<file path="src/rtl/xbus_pkg.sv">
package xbus_pkg;
    localparam int PHASES     = 2;
    localparam int STATES     = 6;
    localparam int OSC_PER_MC = PHASES * STATES;
    localparam int CNT_W      = $clog2(OSC_PER_MC);

    // slot positions (slot = 2*(state-1) + phase-1)
    localparam logic [CNT_W-1:0] SL_S1P2  = CNT_W'(1);
    localparam logic [CNT_W-1:0] SL_S2P1  = CNT_W'(2);
    localparam logic [CNT_W-1:0] SL_S3P2  = CNT_W'(5);
    localparam logic [CNT_W-1:0] SL_S4P1  = CNT_W'(6);
    localparam logic [CNT_W-1:0] SL_S4P2  = CNT_W'(7);
    localparam logic [CNT_W-1:0] SL_S5P1  = CNT_W'(8);
    localparam logic [CNT_W-1:0] SL_LAST  = CNT_W'(OSC_PER_MC - 1);

    typedef enum logic [1:0] {
        MC_FETCH = 2'd0,
        MC_DADDR = 2'd1,
        MC_DXFER = 2'd2
    } mc_t;
endpackage

</file>
<file path="src/rtl/xbus_rstfilt.sv">
module xbus_rstfilt #(
    parameter int HOLD = 24
) (
    input  logic clk,
    input  logic rst,
    output logic sys_rst,
    output logic armed
);
    localparam int HW = $clog2(HOLD + 1);

    logic [HW-1:0] hold_q;

    always_ff @(posedge clk) begin
        if (!rst) begin
            hold_q  <= '0;
            sys_rst <= 1'b0;
        end else if (hold_q == HW'(HOLD - 1)) begin
            sys_rst <= 1'b1;
        end else begin
            hold_q <= hold_q + 1'b1;
        end
    end

    always_ff @(posedge clk) begin
        if (sys_rst) armed <= 1'b1;
    end


    rst_release_chk: assert property (@(posedge clk) disable iff (!armed)
        !rst |=> !sys_rst);
endmodule

</file>
<file path="src/rtl/xbus_timebase.sv">
module xbus_timebase #(
    parameter int N = 12
) (
    input  logic                 clk,
    input  logic                 sys_rst,
    output logic [$clog2(N)-1:0] slot,
    output logic                 mc_end
);
    localparam int W = $clog2(N);

    assign mc_end = (slot == W'(N - 1));

    always_ff @(posedge clk) begin
        if (sys_rst || mc_end) slot <= '0;
        else                   slot <= slot + 1'b1;
    end


    slot_wrap_chk: assert property (@(posedge clk) disable iff (sys_rst)
        mc_end |=> (slot == '0));
endmodule

</file>
<file path="src/rtl/xbus_seq.sv">
module xbus_seq #(
    parameter int RST_MC = 2
) (
    input  logic        clk,
    input  logic        rst,
    input  logic [15:0] pc_addr,
    input  logic        xreq,
    input  logic        xwrite,
    input  logic        xwide,
    input  logic [15:0] xaddr,
    input  logic [7:0]  xwdata,
    input  logic [7:0]  p2_reg,
    input  logic [7:0]  lo_in,
    output logic        ale,
    output logic        psen_n,
    output logic        rd_n,
    output logic        wr_n,
    output logic [7:0]  lo_out,
    output logic        lo_oe,
    output logic [7:0]  hi_out,
    output logic        hi_strong,
    output logic        xbusy,
    output logic [7:0]  rdata,
    output logic        rvalid
);
    import xbus_pkg::*;

    localparam int HOLD = RST_MC * OSC_PER_MC;

    logic             sys_rst;
    logic             armed;
    logic [CNT_W-1:0] slot;
    logic             mc_end;

    xbus_rstfilt #(.HOLD(HOLD)) u_rst (
        .clk     (clk),
        .rst     (rst),
        .sys_rst (sys_rst),
        .armed   (armed)
    );

    xbus_timebase #(.N(OSC_PER_MC)) u_tb (
        .clk     (clk),
        .sys_rst (sys_rst),
        .slot    (slot),
        .mc_end  (mc_end)
    );

    mc_t         state, nxt;
    logic        d_we, d_wide;
    logic [15:0] d_addr;
    logic [7:0]  d_wdata;

    // state register
    always_ff @(posedge clk) begin
        if (sys_rst)     state <= MC_FETCH;
        else if (mc_end) state <= nxt;
    end

    always_comb begin
        unique case (state)
            MC_FETCH: nxt = xreq ? MC_DADDR : MC_FETCH;
            MC_DADDR: nxt = MC_DXFER;
            MC_DXFER: nxt = xreq ? MC_DADDR : MC_FETCH;
            default:  nxt = MC_FETCH;
        endcase
    end

    // request capture at the end of a cycle that may start a transfer
    always_ff @(posedge clk) begin
        if (sys_rst) begin
            d_we    <= 1'b0;
            d_wide  <= 1'b0;
            d_addr  <= '0;
            d_wdata <= '0;
        end else if (mc_end && xreq && state != MC_DADDR) begin
            d_we    <= xwrite;
            d_wide  <= xwide;
            d_addr  <= xaddr;
            d_wdata <= xwdata;
        end
    end

    // read capture at the last strobe clock
    always_ff @(posedge clk) begin
        if (sys_rst) begin
            rvalid <= 1'b0;
            rdata  <= '0;
        end else begin
            rvalid <= (state == MC_DXFER) && (slot == SL_S3P2) && !d_we;
            if ((state == MC_DXFER) && (slot == SL_S3P2) && !d_we) rdata <= lo_in;
        end
    end

    logic       ale_slot, code_slot, addr_win, first_half;
    logic [7:0] d_hi;

    assign ale_slot   = (slot == SL_S1P2) || (slot == SL_S4P2);
    assign code_slot  = ((slot >= SL_S2P1) && (slot <= SL_S3P2)) || (slot >= SL_S5P1);
    assign addr_win   = (slot <= SL_S1P2) || (slot == SL_S4P1) || (slot == SL_S4P2);
    assign first_half = (slot < SL_S4P1);
    assign d_hi       = d_wide ? d_addr[15:8] : p2_reg;

    // outputs
    always_comb begin
        ale       = 1'b0;
        psen_n    = 1'b1;
        rd_n      = 1'b1;
        wr_n      = 1'b1;
        lo_oe     = 1'b0;
        lo_out    = 8'hFF;
        hi_out    = 8'hFF;
        hi_strong = 1'b0;
        xbusy     = 1'b0;
        if (!sys_rst) begin
            xbusy     = (state != MC_FETCH);
            hi_out    = pc_addr[15:8];
            hi_strong = 1'b1;
            lo_out    = pc_addr[7:0];
            unique case (state)
                MC_FETCH: begin
                    ale    = ale_slot;
                    psen_n = !code_slot;
                    lo_oe  = addr_win;
                end
                MC_DADDR: begin
                    ale    = ale_slot;
                    psen_n = !code_slot;
                    lo_oe  = addr_win;
                    if (!first_half) begin
                        lo_out    = d_addr[7:0];
                        hi_out    = d_hi;
                        hi_strong = d_wide;
                    end
                end
                MC_DXFER: begin
                    if (first_half) begin
                        rd_n      = d_we;
                        wr_n      = !d_we;
                        lo_oe     = d_we;
                        lo_out    = d_wdata;
                        hi_out    = d_hi;
                        hi_strong = d_wide;
                    end else begin
                        ale   = (slot == SL_S4P2);
                        lo_oe = addr_win;
                    end
                end
                default: begin
                    ale = 1'b0;
                end
            endcase
        end
    end


    strobe_excl_chk: assert property (@(posedge clk) disable iff (sys_rst || !armed)
        (rd_n || wr_n) && !((!rd_n || !wr_n) && (ale || !psen_n)));


    ale_code_chk: assert property (@(posedge clk) disable iff (sys_rst || !armed)
        !(ale && !psen_n));


    wdata_hold_chk: assert property (@(posedge clk) disable iff (sys_rst || !armed)
        (!wr_n && $past(!wr_n)) |-> ($stable(lo_out) && lo_oe));


    rd_float_chk: assert property (@(posedge clk) disable iff (sys_rst || !armed)
        !rd_n |-> !lo_oe);


    weak_hi_chk: assert property (@(posedge clk) disable iff (sys_rst || !armed)
        !hi_strong |-> xbusy);


    rvalid_after_rd_chk: assert property (@(posedge clk) disable iff (sys_rst || !armed)
        rvalid |-> ($past(!rd_n) && rd_n));
endmodule

</file>
<file path="config.mk">
export PLATFORM = sky130hd
export DESIGN_NAME = xbus_seq
export DESIGN_NICKNAME = d
export VERILOG_FILES = /design/src/rtl/xbus_pkg.sv /design/src/rtl/xbus_rstfilt.sv /design/src/rtl/xbus_timebase.sv /design/src/rtl/xbus_seq.sv
export SDC_FILE = /design/constraint.sdc
export NUM_CORES = 1
export LEC_CHECK = 0
export BUFFER_PORTS_ARGS = -buffer_cell sky130_fd_sc_hd__buf_2
export CORE_UTILIZATION = 30
export DETAILED_ROUTE_END_ITERATION = 16
export PLACE_DENSITY = 0.63
export RECOVER_POWER = 100
export SLEW_MARGIN = 20
export SYNTH_ARGS = -nofsm -noshare
export SYNTH_HDL_FRONTEND = slang
export SYNTH_HIERARCHICAL = 1
export SYNTH_SLANG_ARGS = --single-unit
</file>
<file path="constraint.sdc">
create_clock -name clk -period 2.95 [get_ports clk]
set_input_delay 0.59 -clock clk [delete_from_list [all_inputs] [get_ports clk]]
set_output_delay 0.59 -clock clk [all_outputs]
set_load 0.01 [all_outputs]
</file>
# --- Word-level counts from Yosys, hierarchy flattened ---
# Index checks and enable logic that the tools add are counted.
op_classes:
  addsub: 2
  eq_ne: 9
  reduce_logical: 16
  magnitude_cmp: 5
  muxes: 30
ops:
  columns: ["cell", "n"]
  rows:
  - ["$mux W8", 7]
  - ["$pmux W8 S2", 2]
  - ["$mux W1", 17]
  - ["$eq A4 B3 Y1 const B", 3]
  - ["$pmux W1 S2", 3]
  - ["$add A5 B1 Y5 const B", 1]
  - ["$eq A5 B5 Y1 const B", 1]
  - ["$logic_and A1 B1 Y1", 5]
  - ["$logic_or A1 B1 Y1", 5]
  - ["$add A4 B1 Y4 const B", 1]
  - ["$eq A4 B1 Y1 const B", 1]
  - ["$eq A4 B4 Y1 const B", 1]
  - ["$ge A4 B2 Y1 const B", 1]
  - ["$ge A4 B4 Y1 const B", 1]
  - ["$le A4 B1 Y1 const B", 1]
  - ["$le A4 B3 Y1 const B", 1]
  - ["$lt A4 B3 Y1 const B", 1]
  - ["$pmux W2 S2", 1]
  - ["$reduce_or A2 Y1", 2]
  - ["$eq A2 B1 Y1 const B", 1]
  - ["$eq A2 B2 Y1 const B", 1]
  - ["$logic_not A1 Y1", 2]
  - ["$logic_not A2 Y1", 1]
  - ["$ne A2 B1 Y1 const B", 1]
  - ["$reduce_bool A2 Y1", 1]
totals:
  in_bits: 61
  word_cells: 72
  out_inout_bits: 32
  reg_bits: 47

# --- Logic depth before layout (Yosys ltp) ---
depth:
  depth_word: 6
  mapped_depth: 7
  depth_no_buf: 5

# --- By module ---
# The synthesis kept the hierarchy.
by_module_without_submodules:
  columns: ["module", "area_each_um2", "cells_each", "instances"]
  rows:
  - ["xbus_seq", 1953.1, 236, 1]
  - ["xbus_rstfilt", 266.5, 26, 1]
  - ["xbus_timebase", 188.9, 16, 1]

# --- Least setup slack after synthesis ---
# OpenSTA, ideal clock, no wires.
synth_timing:
  path_type: "register -> output"
  from: "reg state[0]"
  to: "out hi_out[6]"
  slack_ns: 0.781
  t_required_ns: 2.360
  stages_incl_launch_ff: 7
  arrival_ns: 1.579
  path_cell_list: "dfxtp_1 inv_1 ha_1 clkbuf_4 o221ai_4 buf_6 a221o_1"
synth_between:
  elab_chain_len: 3
  word_cells_on_any_way: 4
  classes_between: "eq/ne: 2; mux: 2"
synth_lines:
  columns: ["item", "line_no", "source"]
  rows:
  - ["start: declaration", "xbus_seq.sv:49", "mc_t state, nxt;"]
  - ["start signal: assignment", "xbus_seq.sv:57", "else if (mc_end) state <= nxt;"]
  - ["$eq A2 B2 Y1 / $eq A2 B1 Y1 (equally long branches)", "xbus_seq.sv:120", "unique case (state)"]
  - ["$pmux W8 S2 *", "xbus_seq.sv:120", null]
  - ["$mux W8 *", "xbus_seq.sv:115", "if (!sys_rst) begin"]
  - ["end: declaration", "xbus_seq.sv:20", "output logic [7:0] hi_out,"]
# Every way passes the cells marked *; elsewhere a longest branch is shown, timed or not.

# --- Worst setup path in the final report ---
layout_timing:
  from: "reg state[0]"
  to: "out hi_out[5]"
# Same word-level chain as after synthesis.

==> results.tsv <==
metric	value	unit
Crit Path Max Fanout	11	
vias per inst	4.817	
worst slack, placed	0.3827	ns
CTS Buffer Depth	2	
Slowest cell on crit path	ha_1	
required time of the critical path	2.36	ns
routed length per placed instance	13.05	um
status	complete, no violations	
fmax	360.8	MHz
Die X	91.39	um
pin count of the biggest net entering global routing	51	
Register-to-Register Path Depth	6	
worst hold path depth	2	
crit path cell chain	inv_1 > ha_1 > nand2_1 > mux2i_4 > a221o_1 > clkbuf_2	
Synth Cell Area	2397	sq um
Core Area	7727	sq um
final hold vios	0	
crit end category	primary output	
layout cells sized above 1	0.2735	
final worst-path cycle share	0.9397	
slowest stage delay, CP	0.51	ns
Setup TNS	0	ns
first-pass GRT wire length	9853	um
Final Setup Violations	0	
H-tree levels	2	
wirelength, routed	6056	um
# fillers	834	
Synth Net Count	344	
drt initial violations	68	
Residual DRC	0	
Tot Pwr	2.984	mW
FP Rows	32	
Synth Instances	276	
Slew Limit Headroom	0.3805	
max cap viols	0	
Final Util	0.3894	
Finished Layout Cells	464	
critical path type	reg2out	
Hold/Removal Path Class	reg2reg	
worst slew pin tran	0.9292	ns
dpl cells	455	
Worst VDD drop	0.0004556	V
Arr. time, crit path	2.18	ns
Crit path max-delay family	adder cells	
Placer Congestion	0.7333	
Via Count	2235	
overall global routing resource usage	0.1485	
Die Height	91.39	um
cts hold-fix bufs	0	
Port Buf Inserts	92	
Worst path depth	6	
final critical-path setup slack	0.1780	ns
Max Clock Skew	0.005612	ns
Worst-Skew Late Latency	0.30	ns
Buf/Inv on CP	2	
I/O pins	93	
DIE AREA	8352	sq um
CTS Root Buffer Type	clkbuf_8	
Power Density	991.6	nW/um^2
most frequent cells in the layout	buf_2, nand2_1, dfxtp_1	
total CTS buffers	5	
Num Clock Sinks	47	
vias in the first global route	2042	
Final Net Count	429	
initial core utilization	0.3102	
Avg Cell Area, Syn	8.686	sq um
Pleak	1.304	nW
Routed Antenna Nets	0	
antenna cell count	0	
critical path startpoint category	flip-flop	
most common cell after layout, fill and taps aside	buf_2	
fin crit period	2.772	ns
GRT overflow	0	
initial antenna violation count	0	
first-pass iteration count of the detailed router	4	
Area Growth Syn to Fin	25.52	%
post-DP HPWL	4325	um
clock tree from TritonCTS	built	
Warnings, synthesis	6	
clock transition at the registers of the reported paths	0.08	ns
final-report max-slew violation count	0	
RSZ-0062 raised after global routing	false	
## metrics by stage
stage	area, sq um	hold slack [ns]
2_1_floorplan	2397	0.4329
3_3_place_gp	2925	0.4401
3_5_place_dp	2925	0.4449
4_1_cts	3025	0.4566
5_1_grt	3009	0.4768
6_report	3009	0.4543
## timing repair
action,4_1_cts,5_1_grt
setup buffers,0,1
endpoints found under the setup margin,0,17
gates resized for setup,0,2
## flip-flops by register name (all words and copies together) (netlist names)
register and flops:
d_wdata 8, rvalid 1, u_rst/sys_rst 1, d_addr 16, u_tb/slot 4, rdata 8, d_wide 1, d_we 1
state 2, u_rst/hold_q 5
## worst min-delay path, stage by stage (launching register included)
cell     delay, ns
dfxtp_1       0.31
nand2_1       0.05
a21oi_1       0.05
## path summary, 6_finish.rpt
check                          startpoint                 endpoint  slack, ns
hold / removal    d_addr[11]$_SDFFE_PP0P_  d_addr[11]$_SDFFE_PP0P_       0.45
setup / recovery    state[0]$_SDFFE_PP0P_                hi_out[5]       0.18
setup reg to reg  u_tb/slot[1]$_SDFF_PP0_  d_wdata[2]$_SDFFE_PP0P_       0.46
hold reg to reg   d_addr[11]$_SDFFE_PP0P_  d_addr[11]$_SDFFE_PP0P_       0.45
## power breakdown
part,total [mW],switching (mW),internal (mW)
Combinational,1.49,0.798,0.695
Sequential,1.07,0.193,0.875
Clock,0.423,0.209,0.214
Total,2.98,1.20,1.78
## cell type report
class	instances	area, sq um	area share
Clock buffer	8	100.1	0.03326
Inverter	5	18.77	0.006237
Multi-Input combinational cell	205	1344	0.4466
Sequential cell	47	942.2	0.3131
Tap cell	102	127.6	0.04241
Timing Repair Buffer	97	476.7	0.1584
## per-layer routing
metal  routed length (um)  global-route usage  part of all wire
met5                    0                   0                 0
met4                  111             0.05159             0.018
met3                  275             0.03015             0.045
met2                 2717              0.2362              0.45
met1                 2952              0.1988              0.49
(Power assumes the default switching activity.)
